**config.mk**
```make
export PLATFORM = sky130hd
export DESIGN_NAME = evt_stamp_unit
export DESIGN_NICKNAME = d
export VERILOG_FILES = /design/src/rtl/evt_stamp_pkg.sv /design/src/rtl/evt_ctrl_regs.sv /design/src/rtl/evt_trig_qual.sv /design/src/rtl/evt_flag_bank.sv /design/src/rtl/evt_stamp_store.sv /design/src/rtl/evt_stamp_unit.sv
export SDC_FILE = /design/constraint.sdc
export NUM_CORES = 1
export LEC_CHECK = 0
export BUFFER_PORTS_ARGS = -buffer_cell sky130_fd_sc_hd__buf_4
export CORE_MARGIN = 4
export CORE_UTILIZATION = 40
export DETAILED_ROUTE_END_ITERATION = 8
export PLACE_DENSITY = 0.75
export SETUP_SLACK_MARGIN = 0.4
export SLEW_MARGIN = 25
export SYNTH_ARGS = -nofsm -noshare
export SYNTH_HDL_FRONTEND = slang
export SYNTH_SLANG_ARGS = --single-unit
```
**constraint.sdc**
```tcl
create_clock -name clk -period 1.4 [get_ports clk]
set_clock_uncertainty 0.15 [all_clocks]
set_input_delay 0.21 -clock clk [delete_from_list [all_inputs] [get_ports clk]]
set_output_delay 0.21 -clock clk [all_outputs]
set_load 0.03 [all_outputs]
```
**src/rtl/evt_stamp_pkg.sv**
```systemverilog
package evt_stamp_pkg;

  localparam int unsigned NUM_FLAGS = 2;
  localparam int unsigned FLG_EDGE  = 0;
  localparam int unsigned FLG_GND   = 1;

  typedef logic [NUM_FLAGS-1:0] flag_vec_t;

  // A capture is allowed unless the keep-first policy is active and
  // an earlier event is still unacknowledged.
  function automatic logic f_may_store(input logic keep_first,
                                       input logic pending);
    return !(keep_first && pending);
  endfunction

  // Sticky bit update: a set request outranks a clear request.
  function automatic logic f_sticky_next(input logic cur,
                                         input logic set_req,
                                         input logic clr_req);
    logic nxt;
    nxt = cur;
    if (clr_req) nxt = 1'b0;
    if (set_req) nxt = 1'b1;
    return nxt;
  endfunction

  // Interrupt level from enable and pending status.
  function automatic logic f_irq_level(input logic en,
                                       input flag_vec_t flags);
    return en && (|flags);
  endfunction

endpackage

```
**src/rtl/evt_ctrl_regs.sv**
```systemverilog
module evt_ctrl_regs (
  input  logic clk,
  input  logic rst_n,
  input  logic cfg_wr,
  input  logic cfg_irq_en,
  input  logic cfg_keep_first,
  output logic irq_en_q,
  output logic keep_first_q
);

  always_ff @(posedge clk) begin
    if (!rst_n) begin
      irq_en_q     <= 1'b0;
      keep_first_q <= 1'b0;
    end else if (cfg_wr) begin
      irq_en_q     <= cfg_irq_en;
      keep_first_q <= cfg_keep_first;
    end
  end

endmodule

```
**src/rtl/evt_trig_qual.sv**
```systemverilog
module evt_trig_qual
  import evt_stamp_pkg::*;
(
  input  logic      cap_en,
  input  logic      edge_evt,
  input  logic      gnd_evt,
  input  logic      clr_wr,
  input  logic [1:0] clr_mask,
  input  logic      keep_first,
  input  flag_vec_t flags_q,
  output flag_vec_t set_req,
  output flag_vec_t clr_req,
  output logic      store_hit
);

  logic edge_ok;
  logic gnd_ok;
  logic any_ok;

  always_comb begin
    edge_ok = cap_en && edge_evt;
    gnd_ok  = cap_en && gnd_evt;
    any_ok  = edge_ok || gnd_ok;

    set_req           = '0;
    set_req[FLG_EDGE] = any_ok;
    set_req[FLG_GND]  = gnd_ok;

    clr_req           = '0;
    clr_req[FLG_EDGE] = clr_wr && clr_mask[0];
    clr_req[FLG_GND]  = clr_wr && clr_mask[1];

    store_hit = any_ok && f_may_store(keep_first, |flags_q);
  end

endmodule

```
**src/rtl/evt_flag_bank.sv**
```systemverilog
module evt_flag_bank
  import evt_stamp_pkg::*;
(
  input  logic      clk,
  input  logic      rst_n,
  input  flag_vec_t set_req,
  input  flag_vec_t clr_req,
  input  logic      irq_en,
  output flag_vec_t flags_q,
  output logic      irq
);

  for (genvar g = 0; g < NUM_FLAGS; g++) begin : g_flag
    always_ff @(posedge clk) begin
      if (!rst_n) flags_q[g] <= 1'b0;
      else        flags_q[g] <= f_sticky_next(flags_q[g], set_req[g], clr_req[g]);
    end
  end

  assign irq = f_irq_level(irq_en, flags_q);

endmodule

```
**src/rtl/evt_stamp_store.sv**
```systemverilog
module evt_stamp_store #(
  parameter int unsigned DT_W = 48
) (
  input  logic            clk,
  input  logic            rst_n,
  input  logic            store_hit,
  input  logic [DT_W-1:0] now_dt,
  output logic [DT_W-1:0] stamp_q
);

  always_ff @(posedge clk) begin
    if (!rst_n)         stamp_q <= '0;
    else if (store_hit) stamp_q <= now_dt;
  end

endmodule

```
**src/rtl/evt_stamp_unit.sv**
```systemverilog
module evt_stamp_unit
  import evt_stamp_pkg::*;
#(
  parameter int unsigned DT_W = 48
) (
  input  logic            clk,
  input  logic            rst_n,
  input  logic            cap_en,
  input  logic            edge_evt,
  input  logic            gnd_evt,
  input  logic [DT_W-1:0] now_dt,
  input  logic            clr_wr,
  input  logic [1:0]      clr_mask,
  input  logic            cfg_wr,
  input  logic            cfg_irq_en,
  input  logic            cfg_keep_first,
  output logic [DT_W-1:0] stamp_dt,
  output logic            flag_edge,
  output logic            flag_gnd,
  output logic            irq
);

  logic      irq_en_q;
  logic      keep_first_q;
  flag_vec_t flags_q;
  flag_vec_t set_req;
  flag_vec_t clr_req;
  logic      store_hit;

  evt_ctrl_regs u_ctrl (
    .clk            (clk),
    .rst_n          (rst_n),
    .cfg_wr         (cfg_wr),
    .cfg_irq_en     (cfg_irq_en),
    .cfg_keep_first (cfg_keep_first),
    .irq_en_q       (irq_en_q),
    .keep_first_q   (keep_first_q)
  );

  evt_trig_qual u_qual (
    .cap_en     (cap_en),
    .edge_evt   (edge_evt),
    .gnd_evt    (gnd_evt),
    .clr_wr     (clr_wr),
    .clr_mask   (clr_mask),
    .keep_first (keep_first_q),
    .flags_q    (flags_q),
    .set_req    (set_req),
    .clr_req    (clr_req),
    .store_hit  (store_hit)
  );

  evt_flag_bank u_flags (
    .clk     (clk),
    .rst_n   (rst_n),
    .set_req (set_req),
    .clr_req (clr_req),
    .irq_en  (irq_en_q),
    .flags_q (flags_q),
    .irq     (irq)
  );

  evt_stamp_store #(.DT_W(DT_W)) u_store (
    .clk       (clk),
    .rst_n     (rst_n),
    .store_hit (store_hit),
    .now_dt    (now_dt),
    .stamp_q   (stamp_dt)
  );

  assign flag_edge = flags_q[FLG_EDGE];
  assign flag_gnd  = flags_q[FLG_GND];

endmodule

```
## After elaboration in Yosys (flattened, before gate mapping)

Cells that the tools add are included.
W data, S select, Z words.

- Latch bits: 0
- ROM bits: 0
- Input bits: 59
- Memories: 0
- Logic and storage cells: 21
- RAM bits: 0
- Register bits: 52
- Output and inout port bits: 51

- Equal/unequal tests: 0
- Multipliers: 0
- $lt $le $gt $ge: 0
- Shift-type cells: 0
- Add/subtract/negate cells: 0
- Divide/modulo/power cells: 0
- Reductions and logical operators: 12
- Multiplexer cells: 4
- Bitwise gates (word level): 0

Operators by type and width:

| cell | count |
|---|---|
| $logic_and A1 B1 Y1 | 7 |
| $mux W1 | 4 |
| $reduce_bool A2 Y1 | 2 |
| $reduce_or A2 Y1 | 1 |
| $logic_not A1 Y1 | 1 |
| $logic_or A1 B1 Y1 | 1 |

## Depth between registers and ports, before layout

- Word-level depth: 4
- Mapped depth: 5
- Depth with buffers taken out: 3

## Modules after synthesis

From an unflattened synthesis, not the netlist that was laid out.

- Cells, all modules: 176
- Area, all modules: 2047.0 sq um

Modules (own cells, without submodules):

| module | area an instance (sq um) | cells each | sequential area each (sq um) | instances |
|---|---|---|---|---|
| evt_stamp_store | 1845.5 | 155 | 960.9 | 1 |
| evt_flag_bank | 75.1 | 7 | 40.0 | 1 |
| evt_ctrl_regs | 72.6 | 6 | 40.0 | 1 |
| evt_trig_qual | 53.8 | 8 | 0.0 | 1 |

## Least setup slack after synthesis

Ideal clock, no wire load.

- Path kind: reg-to-reg
- Start point: register u_flags.flags_q[1]
- End point: register u_store.stamp_q[15]
- Data required time: 1.178 ns
- Arrival: 1.247 ns
- Library setup time: 0.072 ns
- Buffers on the path: 2
- Path slack: -0.069 ns
- Clock period less this slack: 1.469 ns
- Cell stages (with the launch flop): 6
- Cell sequence: dfxtp_1 > o21a_1 > nor2_2 > buf_6 > buf_8 > mux2i_1

- Longest elaborated chain between the ends: 4

Ends and longest elaborated chain:

| what | line | source |
|---|---|---|
| start: declaration | evt_flag_bank.sv:9 | `output flag_vec_t flags_q,` |
| start signal: indexed assignment | evt_flag_bank.sv:16 | `else flags_q[g] <= f_sticky_next(flags_q[g], set_req[g], clr_req[g]);` |
| $reduce_or A2 Y1 | evt_trig_qual.sv:33 | `store_hit = any_ok && f_may_store(keep_first, \|flags_q);` |
| $logic_and A1 B1 Y1 | evt_stamp_pkg.sv:13 | `return !(keep_first && pending);` |
| $logic_not A1 Y1 | evt_stamp_pkg.sv:13 |  |
| $logic_and A1 B1 Y1 | evt_trig_qual.sv:33 |  |
| end signal: assignment | evt_stamp_store.sv:13 | `else if (store_hit) stamp_q <= now_dt;` |
| end: declaration | evt_stamp_store.sv:8 | `output logic [DT_W-1:0] stamp_q` |

No other way between the ends.
A chain may end at the register's enable or synchronous reset.

## Worst setup path in the final report

- Start point: register u_flags.flags_q[1]
- End point: register u_store.stamp_q[34]

The elaborated chain is that of the path after synthesis.

==> impl_results.md <==
* Clock sinks at 52
* R2R Setup Slk at -0.04 ns
* Setup-failing EPs final at 13
* Crit-path slowest cell: dfxtp_4
* Leakage Power at 1.83 nW
* Pwr per Cell Area at 917 nW/um^2
* Seq. cell area at 1110 sq um
* Worst-Skew Late Latency at 0.29 ns
* FF+latch count, synth at 52
* Final wirelength at 6450 um
* Mapped Cells at 226
* Routed WL per cell at 14.2 um
* Syn nets at 285
* Detailed-router iteration count before antenna repair at 4
* Commonest non-fill, non-tap cell in the layout: nand2_1
* Largest family of logic cells by synthesized area: multiplexers
* Post-Synth Simple-Gate Area at 19.1%
* Xor/xnor share of the synthesized area at 0%
* Busiest grt layer: met2
* GRT Residual Overflow at 0
* Final Wtd Congestion at 0.691
* CP cell instances: o21a_1, nor2_4, buf_12, clkbuf_16, mux2i_1
* Max stage delay on crit path at 0.36 ns
* Crit Path Category: flip-flop to flip-flop
* Number of max-cap violations at 0
* Number of core rows at 25
* CTS root buffer: clkbuf_8
* Fin Setup TNS at -0.159 ns
* CP top delay family: flip-flops
* ANT cells at 0
* Die width at 80.0 um
* Rel. slew slack at 79.7%
* Worst EP required at 1.47 ns
* Worst path bufs/invs at 2
* Die height at 80.0 um
* CP startpoint kind: flip-flop
* CP arrival at 1.51 ns
* Setup ws final at -0.0432 ns
* Met3 usage at 5.64%
* Synth Area in Compound Gates at 1.69%
* Multi-input logic area at 947 sq um
* Pwr Total at 3.57 mW
* CP endpoint kind: flip-flop
* Vias at 2060
* Vias in the first global route at 2031
* Distinct cells, synth at 15
* CTS Buf Count at 5
* Seq/Total Area, Yosys at 50.2%
* Non-filler instance count after layout at 454
* Max Slew Vio Count at 0
* CTS clock-pin slew for the worst setup and hold paths at 0.09 ns
* Cell total after placement at 390
* Post-placement setup slack at 0.00174 ns
* Outcome: finished with violations
* Pin count of the biggest net entering global routing at 67
* Initial antenna violation count at 0
* Met1 usage at 21.1%
* CTS tree: done
* Worst Tran Pin Value at 0.305 ns
* Final nets at 445
* DRC errors left at 0
* Peak VDD IR at 0.569 mV
* Syn Area/Cell at 9.17 sq um
* Antenna viol nets, final at 0
* CP max FO at 8
* Fin. Hold Viols at 0
* Layout cell share with drive strength beyond 1 at 51.7%
* Filler cells at 309
* PortBufs at 109
* Core footprint at 4880 sq um
* M2 GR Usage at 32.1%
* Failing checks: setup timing
* Multiplexer share of the synthesized area at 24.2%
* RSZ-0062 raised after global routing: yes
* Tcrit/Tclk final at 103%
* Mapped Area at 2070 sq um
* H-tree depth at 2
* Most frequent cells in the layout: nand2_1, buf_4, buf_6
* I/O pins at 110
* YS warnings at 0
* Hold Path Class: primary input to flip-flop
* Layout Utilization at 79.9%
* Area Growth Syn to Fin at 88.2%
* Total Routing Usage GR at 18.4%
* First-pass GRT wire length at 9300 um
* DP HPWL at 3590 um
* Fin crit period at 1.44 ns
* Area of the die at 6400 sq um
* Initial cell density of the core at 42.5%
* Clock Tree Buf Depth at 2
* Post-Synth Adder-Cell Area at 0%
* Fmax achieved at 693 MHz
* Post-DR vias/cell at 4.54
* DR iter-0 viols at 53
[kinds of logic after synthesis]
family / after synthesis
DFF: 52
and+or+nand+nor: 103
muxes: 50
AOI/OAI and AO/OA: 5
buffers and inverters: 16
[where the power goes]
part           switching [mW]  leakage, nW  internal (mW)
clock network           0.490       0.0477          0.403
registers              0.0719        0.447           1.60
logic                   0.462         1.33          0.550
[worst paths after layout]
kind,startpoint,end,cells after the start
max,u_flags.flags_q[1],u_store.stamp_q[34],5
min,now_dt[19],u_store.stamp_q[19],3
max reg2reg,u_flags.flags_q[1],u_store.stamp_q[34],5
min reg2reg,u_store.stamp_q[35],u_store.stamp_q[35],2
[cell type report]
type	instances	area share [%]
flip-flops and latches	52	28.4
multi-input cells	158	24.3
clock buffers	6	2.12
clock inverters	2	0.353
well taps	67	2.15
repair buffers	169	42.7
[worst reg2reg max path: cells and delay by family, from the launching register on]
kind	cells	cell delay, ns
buf+inv	2	0.33
flops	1	0.36
simple gates	1	0.13
mux	1	0.20
compound gates	1	0.20
[flip-flops by register name, indices dropped and copies added, names as in the netlist]
register,cells
u_ctrl.irq_en_q,1
u_ctrl.keep_first_q,1
u_flags.flags_q,2
u_store.stamp_q,48
[metal layers]
metal	up-vias	share of wire, %
met5	-	0
met4	0	1.6
met3	10	6.5
met2	69	54
met1	939	38
li1	1042	-
[Yosys cell counts]
cell      count  area (sq um)
a21boi_0      1          7.51
mux2i_1      50           500
nor2_2        1          6.26
o21a_1        2          15.0
nor2b_1       3          18.8
dfxtp_1      52          1040
nand2_1      99           372
buf_1         1          3.75
clkbuf_1      9          33.8
buf_8         2          30.0
buf_4         2          15.0
buf_2         1          5.00
a22oi_1       1          7.51
o21ai_1       1          5.00
buf_6         1          11.3
[through the flow]
stage               hold slack (ns)  instance area [sq um]
floorplan                     0.202                   2080
global placement              0.292                   2950
detailed placement            0.297                   2950
CTS                        0.000185                   3650
global route               -0.00235                   3900
finish                      0.00407                   3900
[timing repair]
item | in CTS | in global routing
pin swaps | 0 | 3
buffers inserted | 8 | 11
gates resized for setup | 97 | 4
endpoints found under the hold margin | 29 | 2
setup endpoints to repair | 99 | 100
hold buffers | 29 | 2
cloned | 0 | 6
Note: power is estimated with default switching activity, not from simulation.
